File: src/rtl/stor_regif_pkg.sv
package stor_regif_pkg;

  // Register indices (address bits [5:2])
  localparam logic [3:0] IX_CNTLO  = 4'd0;
  localparam logic [3:0] IX_CNTHI  = 4'd1;
  localparam logic [3:0] IX_FIFO   = 4'd2;
  localparam logic [3:0] IX_CMD    = 4'd3;
  localparam logic [3:0] IX_STAT   = 4'd4;
  localparam logic [3:0] IX_INTR   = 4'd5;
  localparam logic [3:0] IX_SEQ    = 4'd6;
  localparam logic [3:0] IX_FCNT   = 4'd7;
  localparam logic [3:0] IX_CFG    = 4'd8;
  localparam logic [3:0] IX_R11    = 4'd11;
  localparam int         IX_HIBASE = 12;
  localparam int         IX_ID     = 14;

  // Status bits
  localparam logic [7:0] ST_IRQ = 8'h80;
  localparam logic [7:0] ST_TC  = 8'h10;
  localparam logic [7:0] PH_DIN = 8'h01;
  localparam logic [7:0] PH_ST  = 8'h03;

  // Interrupt-cause bits
  localparam logic [7:0] IS_FC  = 8'h08;
  localparam logic [7:0] IS_BS  = 8'h10;
  localparam logic [7:0] IS_DC  = 8'h20;
  localparam logic [7:0] IS_RST = 8'h80;

  // Sequence steps
  localparam logic [7:0] SQ_IDLE  = 8'h00;
  localparam logic [7:0] SQ_CDONE = 8'h04;

  localparam logic [7:0] ID_VALUE  = 8'h04;
  localparam logic [7:0] R11_MASK  = 8'h15;
  localparam int         CFG_MASKB = 6;

  typedef enum logic [6:0] {
    OP_NOP     = 7'h00,
    OP_FLUSH   = 7'h01,
    OP_CHIPRST = 7'h02,
    OP_BUSRST  = 7'h03,
    OP_XFER    = 7'h10,
    OP_SEL     = 7'h42,
    OP_SELSTOP = 7'h43
  } opcode_e;

  typedef enum logic {JOB_XFER = 1'b0, JOB_SEL = 1'b1} job_e;

  typedef struct packed {
    logic       accept;
    logic       chiprst;
    logic       flush;
    logic       ld_stat;
    logic       ld_intr;
    logic       ld_seq;
    logic [7:0] status;
    logic [7:0] intr;
    logic [7:0] seq;
    logic       irq_set;
    logic       start;
    job_e       job;
  } act_t;

  // Result codes loaded when a pending transfer completes
  function automatic act_t done_codes(input job_e j);
    act_t a;
    a = '0;
    a.ld_stat = 1'b1;
    a.ld_intr = 1'b1;
    a.ld_seq  = 1'b1;
    a.irq_set = 1'b1;
    if (j == JOB_SEL) begin
      a.status = ST_IRQ | ST_TC | PH_DIN;
      a.intr   = IS_BS | IS_FC;
      a.seq    = SQ_CDONE;
    end else begin
      a.status = ST_IRQ | ST_TC | PH_ST;
      a.intr   = IS_BS;
      a.seq    = SQ_IDLE;
    end
    return a;
  endfunction

endpackage

File: src/rtl/stor_byte_fifo.sv
module stor_byte_fifo #(
  parameter  int DEPTH = 16,
  parameter  int DW    = 8,
  localparam int AW    = (DEPTH > 1) ? $clog2(DEPTH) : 1,
  localparam int CW    = $clog2(DEPTH + 1)
) (
  input  logic          clk,
  input  logic          rst,
  input  logic          clr,
  input  logic          push,
  input  logic [DW-1:0] wdata,
  input  logic          pop,
  output logic [DW-1:0] rdata,
  output logic [CW-1:0] count
);

  logic [DW-1:0] mem [DEPTH];
  logic [AW-1:0] wptr, rptr;
  logic [CW-1:0] cnt;
  logic [DW-1:0] last;
  logic          full, empty, do_push, do_pop;

  assign full    = (cnt == CW'(DEPTH));
  assign empty   = (cnt == '0);
  assign do_push = push && !full;
  assign do_pop  = pop && !empty;

  function automatic logic [AW-1:0] wrap_inc(input logic [AW-1:0] p);
    return (p == AW'(DEPTH - 1)) ? '0 : p + 1'b1;
  endfunction

  // Storage without reset so it maps to distributed RAM
  always_ff @(posedge clk) begin
    if (do_push) mem[wptr] <= wdata;
  end

  always_ff @(posedge clk) begin
    if (rst || clr) begin
      wptr <= '0;
      rptr <= '0;
      cnt  <= '0;
      last <= '0;
    end else begin
      if (do_push) begin
        wptr <= wrap_inc(wptr);
        cnt  <= cnt + 1'b1;
      end
      if (do_pop) begin
        last <= mem[rptr];
        cnt  <= cnt - 1'b1;
        if (cnt == CW'(1)) begin
          rptr <= '0;
          wptr <= '0;
        end else begin
          rptr <= wrap_inc(rptr);
        end
      end
    end
  end

  assign rdata = empty ? last : mem[rptr];
  assign count = cnt;

endmodule

File: src/rtl/stor_cmd_decode.sv
module stor_cmd_decode
  import stor_regif_pkg::*;
#(
  parameter int TGT_W     = 3,
  parameter int TGT_LIMIT = 4
) (
  input  logic [6:0]       opcode,
  input  logic [TGT_W-1:0] target,
  input  logic             busrst_mask,
  input  logic             busy,
  output act_t             act
);

  logic bad_target;
  assign bad_target = ({1'b0, target} >= (TGT_W + 1)'(TGT_LIMIT));

  always_comb begin
    act = '0;
    if (opcode == OP_CHIPRST) begin
      act.accept  = 1'b1;
      act.chiprst = 1'b1;
    end else if (!busy) begin
      act.accept = 1'b1;
      case (opcode)
        OP_FLUSH: begin
          act.flush   = 1'b1;
          act.ld_intr = 1'b1;
          act.intr    = IS_FC;
          act.ld_seq  = 1'b1;
          act.seq     = SQ_IDLE;
        end
        OP_BUSRST: begin
          act.ld_intr = 1'b1;
          act.intr    = IS_RST;
          act.irq_set = !busrst_mask;
        end
        OP_XFER: begin
          act.start = 1'b1;
          act.job   = JOB_XFER;
        end
        OP_SEL, OP_SELSTOP: begin
          if (bad_target) begin
            act.ld_stat = 1'b1;
            act.status  = ST_IRQ;
            act.ld_intr = 1'b1;
            act.intr    = IS_DC;
            act.ld_seq  = 1'b1;
            act.seq     = SQ_IDLE;
            act.irq_set = 1'b1;
          end else begin
            act.start = 1'b1;
            act.job   = JOB_SEL;
          end
        end
        default: ;
      endcase
    end
  end

endmodule

File: src/rtl/stor_cmd_regif.sv
module stor_cmd_regif
  import stor_regif_pkg::*;
#(
  parameter  int ADDR_W     = 6,
  parameter  int FIFO_DEPTH = 16,
  parameter  int TGT_W      = 3,
  parameter  int TGT_LIMIT  = 4,
  localparam int IDX_LSB    = 2,
  localparam int CNT_W      = 16,
  localparam int FCW        = $clog2(FIFO_DEPTH + 1),
  localparam int NHI        = 4
) (
  input  logic             clk,
  input  logic             rst,
  input  logic [ADDR_W-1:0] bus_addr,
  input  logic             bus_wr,
  input  logic             bus_rd,
  input  logic [7:0]       bus_wdata,
  output logic [7:0]       bus_rdata,
  output logic             irq,
  output logic             xfer_req,
  input  logic             xfer_done,
  output logic             dma_mode,
  output logic [CNT_W:0]   xfer_len
);

  logic [3:0]       idx;
  logic [CNT_W-1:0] cnt_q;
  logic [7:0]       cmd_q, status_q, intr_q, seq_q, cfg_q, r11_q;
  logic [7:0]       hi_q [NHI];
  logic [TGT_W-1:0] tgt_q;
  logic             irq_q, req_q;
  job_e             job_q;
  logic [7:0]       rdata_q, rsel;
  logic [7:0]       fifo_rdata;
  logic [FCW-1:0]   fifo_cnt;
  act_t             act, fin;
  logic             cmd_wr, soft_rst;

  assign idx      = bus_addr[ADDR_W-1:IDX_LSB];
  assign cmd_wr   = bus_wr && (idx == IX_CMD);
  assign soft_rst = cmd_wr && act.chiprst;
  assign fin      = done_codes(job_q);

  stor_cmd_decode #(.TGT_W(TGT_W), .TGT_LIMIT(TGT_LIMIT)) u_dec (
    .opcode      (bus_wdata[6:0]),
    .target      (tgt_q),
    .busrst_mask (cfg_q[CFG_MASKB]),
    .busy        (req_q),
    .act         (act)
  );

  stor_byte_fifo #(.DEPTH(FIFO_DEPTH), .DW(8)) u_fifo (
    .clk   (clk),
    .rst   (rst),
    .clr   (cmd_wr && (act.flush || act.chiprst)),
    .push  (bus_wr && (idx == IX_FIFO)),
    .wdata (bus_wdata),
    .pop   (bus_rd && (idx == IX_FIFO)),
    .rdata (fifo_rdata),
    .count (fifo_cnt)
  );

  always_ff @(posedge clk) begin
    if (rst || soft_rst) begin
      cnt_q    <= '0;
      cmd_q    <= '0;
      status_q <= '0;
      intr_q   <= '0;
      seq_q    <= '0;
      cfg_q    <= '0;
      r11_q    <= '0;
      tgt_q    <= '0;
      irq_q    <= 1'b0;
      req_q    <= 1'b0;
      job_q    <= JOB_XFER;
      for (int i = 0; i < NHI; i++)
        hi_q[i] <= (i == IX_ID - IX_HIBASE) ? ID_VALUE : 8'h00;
    end else begin
      // acknowledge by reading the cause register
      if (bus_rd && (idx == IX_INTR)) begin
        status_q <= status_q & ST_TC;
        irq_q    <= 1'b0;
      end
      // completion of a pending transfer
      if (req_q && xfer_done) begin
        status_q <= fin.status;
        intr_q   <= fin.intr;
        seq_q    <= fin.seq;
        irq_q    <= 1'b1;
        req_q    <= 1'b0;
      end
      if (bus_wr) begin
        case (idx)
          IX_CNTLO: cnt_q[7:0]  <= bus_wdata;
          IX_CNTHI: cnt_q[15:8] <= bus_wdata;
          IX_CMD: begin
            if (act.accept) begin
              cmd_q <= bus_wdata;
              if (act.ld_stat) status_q <= act.status;
              if (act.ld_intr) intr_q   <= act.intr;
              if (act.ld_seq)  seq_q    <= act.seq;
              if (act.irq_set) irq_q    <= 1'b1;
              if (act.start) begin
                req_q <= 1'b1;
                job_q <= act.job;
              end
            end
          end
          IX_STAT: tgt_q <= bus_wdata[TGT_W-1:0];
          IX_CFG:  cfg_q <= bus_wdata;
          IX_R11:  r11_q <= bus_wdata & R11_MASK;
          4'd12, 4'd13, 4'd14, 4'd15: hi_q[idx[1:0]] <= bus_wdata;
          default: ;
        endcase
      end
    end
  end

  always_comb begin
    case (idx)
      IX_CNTLO: rsel = cnt_q[7:0];
      IX_CNTHI: rsel = cnt_q[15:8];
      IX_FIFO:  rsel = fifo_rdata;
      IX_CMD:   rsel = cmd_q;
      IX_STAT:  rsel = status_q;
      IX_INTR:  rsel = intr_q;
      IX_SEQ:   rsel = seq_q;
      IX_FCNT:  rsel = 8'(fifo_cnt);
      IX_CFG:   rsel = cfg_q;
      IX_R11:   rsel = r11_q;
      4'd12, 4'd13, 4'd14, 4'd15: rsel = hi_q[idx[1:0]];
      default:  rsel = 8'h00;
    endcase
  end

  always_ff @(posedge clk) begin
    if (rst)         rdata_q <= '0;
    else if (bus_rd) rdata_q <= rsel;
  end

  assign bus_rdata = rdata_q;
  assign irq       = irq_q;
  assign xfer_req  = req_q;
  assign dma_mode  = cmd_q[7];
  assign xfer_len  = (cnt_q == '0) ? (CNT_W + 1)'(1 << CNT_W) : {1'b0, cnt_q};

endmodule

File: config.mk
export PLATFORM = sky130hd
export DESIGN_NAME = stor_cmd_regif
export DESIGN_NICKNAME = d
export VERILOG_FILES = /design/src/rtl/stor_regif_pkg.sv /design/src/rtl/stor_byte_fifo.sv /design/src/rtl/stor_cmd_decode.sv /design/src/rtl/stor_cmd_regif.sv
export SDC_FILE = /design/constraint.sdc
export NUM_CORES = 1
export LEC_CHECK = 0
export CORE_AREA = 2 2 149 151
export DETAILED_ROUTE_END_ITERATION = 7
export DIE_AREA = 0 0 151 153
export PLACE_DENSITY_LB_ADDON = 0.2
export SLEW_MARGIN = 20
export SYNTH_ARGS = -nofsm -noshare
export SYNTH_HDL_FRONTEND = slang
export SYNTH_HIERARCHICAL = 1
export SYNTH_SLANG_ARGS = --single-unit
File: constraint.sdc
create_clock -name clk -period 9.74 [get_ports clk]
set_input_delay 1.948 -clock clk [delete_from_list [all_inputs] [get_ports clk]]
set_output_delay 1.948 -clock clk [all_outputs]
set_load 0.05 [all_outputs]
* Word-level counts from Yosys, hierarchy flattened
Memories as Yosys holds them, arrays and structs flattened. A register that Yosys moved wholly into a read port is not among the register bits.
Cells that the tools add are included.
** Word-level totals
- Register bits :: 94
- Bits in writable memories :: 160
- Output and inout bits :: 28
- Memories kept :: 2
** Memory list
- u_fifo.mem :: depth 16, bits a word 8, rd ports 1, clocked after Yosys merged registers in 1, write ports 1, RTL line stor_byte_fifo.sv:17 : logic [DW-1:0] mem [DEPTH];
- hi_q :: depth 4, bits a word 8, rd ports 1, clocked after Yosys merged registers in 0, write ports 4, RTL line stor_cmd_regif.sv:30 : logic [7:0] hi_q [NHI];
** Operators by class
- Add/sub/neg operators :: 4
- Order comparisons :: 1
- Equality and inequality tests :: 23
- Multiplexer cells :: 68
- Reduce and logical (&&, ||, !) cells :: 30
** Operators with widths (number)
- 8-bit two-way mux :: 20
- 8-bit one-hot mux with 11 select lines :: 1
- 31-bit two-way mux :: 2
- 4-bit equality test, second input constant :: 8
- 4-bit two-way mux :: 8
- 28-bit two-way mux :: 1
- 1-bit two-way mux :: 25
- 8-bit one-hot mux with 3 select lines :: 1
- 18-bit two-way mux :: 1
- 17-bit two-way mux :: 1
- 4-bit by 3-bit equality test with 1-bit output, second input constant :: 4
- 16-bit zero test :: 1
- 7-bit by 2-bit equality test with 1-bit output, second input constant :: 2
- 7-bit equality test, second input constant :: 2
- 5-bit two-way mux :: 2
- 2-bit AND reduction :: 5
- 1-bit logical AND :: 9
- 4-bit by 1-bit adder with 4-bit output, second input constant :: 2
- 4-bit by 2-bit equality test with 1-bit output, second input constant :: 2
- 8-bit OR reduction :: 1
- 7-bit by 1-bit equality test with 1-bit output, second input constant :: 1
- 7-bit by 5-bit equality test with 1-bit output, second input constant :: 1
- 1-bit one-hot mux with 2 select lines :: 3
- 5-bit by 1-bit adder with 5-bit output, second input constant :: 1
- other kinds (16) :: 22

* Depth between registers and ports, before layout
- Depth in word-level cells :: 9
- Gate-level depth with buffers :: 11
- Depth with buffers taken out :: 9

* Cells and area by module
The synthesis kept the hierarchy.
** By module, submodules not included
- stor_byte_fifo :: times used 1, cells each 428, area each 6475.0 um^2, seq. area each 4344.2 um^2
- stor_cmd_regif :: times used 1, cells each 561, area each 5315.1 um^2, seq. area each 2422.3 um^2
- stor_cmd_decode :: times used 1, cells each 46, area each 320.3 um^2, seq. area each 0.0 um^2

* Worst setup path after synthesis
Ideal clock, no wire load.
- Kind :: in2reg
- Start :: input port bus_addr[5]
- End :: memory u_fifo.mem[0][0], enable pin
- Data arrival time :: 4.012 ns
- Data required time :: 9.357 ns
- Path slack :: 5.345 ns
- Cell stages on the path :: 9
- Path through :: buf_2 nor3b_2 buf_4 clkbuf_1 and2_1 and2_0 clkbuf_1 nand2_1 nor3_1
** On the way
- Word-level cells in the longest chain between the ends :: 5
** RTL lines
- from (decl) :: RTL line stor_cmd_regif.sv:15 : input logic [ADDR_W-1:0] bus_addr,
- 4-bit by 2-bit equality test with 1-bit output :: RTL line stor_cmd_regif.sv:57 : .push (bus_wr && (idx == IX_FIFO)),
- 1-bit logical AND :: RTL line stor_cmd_regif.sv:57
- 1-bit logical AND :: RTL line stor_byte_fifo.sv:25 : assign do_push = push && !full;
- 1-bit two-way mux :: RTL line stor_byte_fifo.sv:34 : if (do_push) mem[wptr] <= wdata;
- 1-bit two-way mux (implied by the code) :: RTL line stor_byte_fifo.sv:34
- to (decl) :: RTL line stor_byte_fifo.sv:17
Every way passes these cells.

* Worst setup path in the final report
- Start :: input port bus_wr
- End :: memory u_fifo.mem[0][2], enable pin
** On the way
- Word-level cells in the longest chain between the ends :: 4
** RTL lines
- from (decl) :: RTL line stor_cmd_regif.sv:16 : input logic bus_wr,
- 1-bit logical AND :: RTL line stor_cmd_regif.sv:57
- 1-bit logical AND :: RTL line stor_byte_fifo.sv:25
- 1-bit two-way mux :: RTL line stor_byte_fifo.sv:34
- 1-bit two-way mux (implied by the code) :: RTL line stor_byte_fifo.sv:34
Every way passes these cells.

==> summary.json <==
{
  "outcome": {"value": "completed"},
  "hpwl": {"value": 18560, "unit": "um"},
  "cts_tree": {"value": "yes"},
  "stdcell_count": {"value": 1331},
  "antenna_violations_before_repair": {"value": 0},
  "initial_util": {"value": 56.05, "unit": "%"},
  "cp_num_buf_inv": {"value": 2},
  "avgRoutedWirePerCell": {"value": 21.66, "unit": "um"},
  "numPortBuffers": {"value": 44},
  "timing.critical_path.max_delay_family": {"value": "simple AND/OR/NAND/NOR gates"},
  "tightestPinTransition": {"value": 1.036, "unit": "ns"},
  "timing.rr.start": {"value": "u_fifo/count[0]$_SDFFE_PP0P_"},
  "final_layout_size_suffix_gt1_share": {"value": 11.80, "unit": "%"},
  "gr-usage-all-layers": {"value": 25.42, "unit": "%"},
  "number_of_optimization_iterations_in_the_first_detailed_route_pass": {"value": 7},
  "first_global_vias": {"value": 7783},
  "critPathSlowestCell": {"value": "sky130_fd_sc_hd__nor3_1"},
  "routed-via-count": {"value": 8155},
  "syn-cell-area": {"value": 0.01204, "unit": "mm^2"},
  "ctsRootBufferMaster": {"value": "sky130_fd_sc_hd__clkbuf_16"},
  "placedInstanceArea": {"value": 0.01235, "unit": "mm^2"},
  "n_fill_cell": {"value": 1698},
  "setup_viol": {"value": 0},
  "route.antenna.remaining_nets": {"value": 0},
  "worst_path_largest_cell_delay": {"value": 0.82, "unit": "ns"},
  "die-height": {"value": 153, "unit": "um"},
  "timing.final.crit_period": {"value": 4.825, "unit": "ns"},
  "synth_cells": {"value": 1029},
  "clock_skew": {"value": 0.01713, "unit": "ns"},
  "synth-warning-count": {"value": 6},
  "setup_total_negative_slack": {"value": 0, "unit": "ns"},
  "antenna-diode-count": {"value": 0},
  "reg2reg_depth": {"value": 6},
  "layout_worst_path_cycle_share": {"value": 49.54, "unit": "%"},
  "finalWeightedCongestion": {"value": 0.8580},
  "core_area": {"value": 0.02149, "unit": "mm^2"},
  "slew_headroom": {"value": 30.91, "unit": "%"},
  "rrSetupSlack": {"value": 6.82, "unit": "ns"},
  "finish.utilization": {"value": 61.66, "unit": "%"},
  "clk_latency": {"value": 0.52, "unit": "ns"},
  "rr_endpoint": {"value": "u_fifo/mem[0][2]$_DFFE_PP_"},
  "die_area": {"value": 0.02310, "unit": "mm^2"},
  "maxCapViolCount": {"value": 0},
  "cts_hold_repair.buffers": {"value": 0},
  "global_route_wire_length_before_repair": {"value": 44910, "unit": "um"},
  "drc_errors": {"value": 0},
  "cellLeakagePower": {"value": 0.004368, "unit": "uW"},
  "dr.first_iter.drc_count": {"value": 829},
  "cts_made_buffers": {"value": 27},
  "worst-endpoint-required": {"value": 9.87, "unit": "ns"},
  "io_pins": {"value": 47},
  "numClockSinks": {"value": 256},
  "post-cts-setup-buffer-count": {"value": 0},
  "hold_violations": {"value": 0},
  "num_rows": {"value": 54},
  "hold_ws": {"value": 0.4590, "unit": "ns"},
  "finished_cell_area": {"value": 0.01325, "unit": "mm^2"},
  "grt_remaining_overflow": {"value": 0},
  "flow.area_growth_from_synthesis": {"value": 10.01, "unit": "%"},
  "via_to_cell_ratio": {"value": 6.127},
  "origin_of_the_worst_min_delay_path": {"value": "cmd_q[3]$_SDFFE_PP0P_"},
  "grt_max_degree": {"value": 48},
  "cts-resized-gates": {"value": 0},
  "worstHoldPathType": {"value": "flip-flop to flip-flop"},
  "achievable-frequency": {"value": 207.2, "unit": "MHz"},
  "finalMaxSlewViolations": {"value": 0},
  "timing.critical_path.arrival": {"value": 4.96, "unit": "ns"},
  "pwr_density_cell": {"value": 174.3, "unit": "mW/mm^2"},
  "hold_end": {"value": "cmd_q[3]$_SDFFE_PP0P_"},
  "design.final.nets": {"value": 1059},
  "cp_cell_sequence": {"value": "clkdlybuf4s50_1 -> nor3b_2 -> buf_4 -> and2_1 -> and2_0 -> nand2_1 -> nor3_1"},
  "synth.avg_cell_area": {"value": 11.70, "unit": "um^2"},
  "cts_max_level": {"value": 1},
  "unrepaired_setup_endpoints_after_global_routing": {"value": "false"},
  "drt_wl_total": {"value": 28830, "unit": "um"},
  "die_x": {"value": 151, "unit": "um"},
  "setup.worst_path.class": {"value": "primary input to flip-flop"},
  "critical_path.max_fanout": {"value": 28},
  "dp_cells": {"value": 1282},
  "worst_setup_hold_path_clk_slew": {"value": 0.06, "unit": "ns"},
  "startpoint_class_of_the_critical_path": {"value": "primary input"},
  "worst_ir_drop_vdd": {"value": 0.1206, "unit": "mV"},
  "hold-path-cell-count": {"value": 2},
  "cts_buffer_depth": {"value": 3},
  "critical_path.endpoint_type": {"value": "flip-flop"}
}
flip-flops by register name (all words and copies together), names as in the netlist, 3 cells and up, named ones only:
name          cells
cfg_q             8
intr_q            8
bus_rdata         8
u_fifo/count      5
status_q          8
u_fifo/rptr       4
cnt_q            16
r11_q             3
u_fifo/last       8
cmd_q             8
u_fifo/wptr       4
hi_q             32
seq_q             8
u_fifo/mem      128
how the worst max path moves through the flow:
| stage | from | endpoint | slack (ns) | cells past startpoint |
|---|---|---|---|---|
| 2_1_floorplan | bus_addr[5] | u_fifo/mem[0][0]$_DFFE_PP_ | 5.34 | 9 |
| 3_3_place_gp | bus_wr | u_fifo/mem[2][5]$_DFFE_PP_ | 4.35 | 7 |
| 3_5_place_dp | bus_addr[4] | u_fifo/mem[2][5]$_DFFE_PP_ | 4.34 | 8 |
| 4_1_cts | bus_addr[4] | u_fifo/mem[2][4]$_DFFE_PP_ | 4.88 | 8 |
| 5_1_grt | bus_addr[4] | u_fifo/mem[0][2]$_DFFE_PP_ | 4.69 | 8 |
| 6_report | bus_wr | u_fifo/mem[0][2]$_DFFE_PP_ | 4.91 | 7 |
final cells by class:
type                            instances  area [um^2]  area share [%]
Clock buffer                           38        737.0           5.563
Clock inverter                         11        152.6           1.152
Inverter                                7        26.28          0.1983
Multi-Input combinational cell        675         4678           35.31
Sequential cell                       256         6728           50.78
Tap cell                              280        350.3           2.645
Timing Repair Buffer                   64        575.6           4.345
layer usage:
layer	GRT usage, %	vias to the layer above	share of wire, %
met5	0	-	0
met4	7.343	0	2.7
met3	3.284	52	6.5
met2	38.74	286	46
met1	38.37	3997	45
li1	-	3820	-
worst min-delay path, cell delays in order (launching register included):
cell and delay [ns]:
sky130_fd_sc_hd__dfxtp_1 0.31, sky130_fd_sc_hd__nand2_1 0.05, sky130_fd_sc_hd__a21oi_1 0.05
report_power, final:
group	switching, uW	internal [uW]
Combinational	81.8	34.6
Clock	396	630
Sequential	5.27	1160
per-stage QoR:
step	power (uW)	worst slack (ns)
finish	2310	4.915
global route	2376	4.694
CTS	2324	4.879
detailed placement	1306	4.340
global placement	1304	4.353
floorplan	1268	5.345
cell usage in the layout, fill, tap and decap left out, drive strengths merged, types with 31 or more instances in the layout:
cell type,n
edfxtp,160
dfxtp,96
nand2,83
a21oi,78
nand3,69
mux2i,68
nor2,55
clkdlybuf4s50,41
clkbuf,38
and3,32
and2,31
Power figures use the tool's default switching activity.
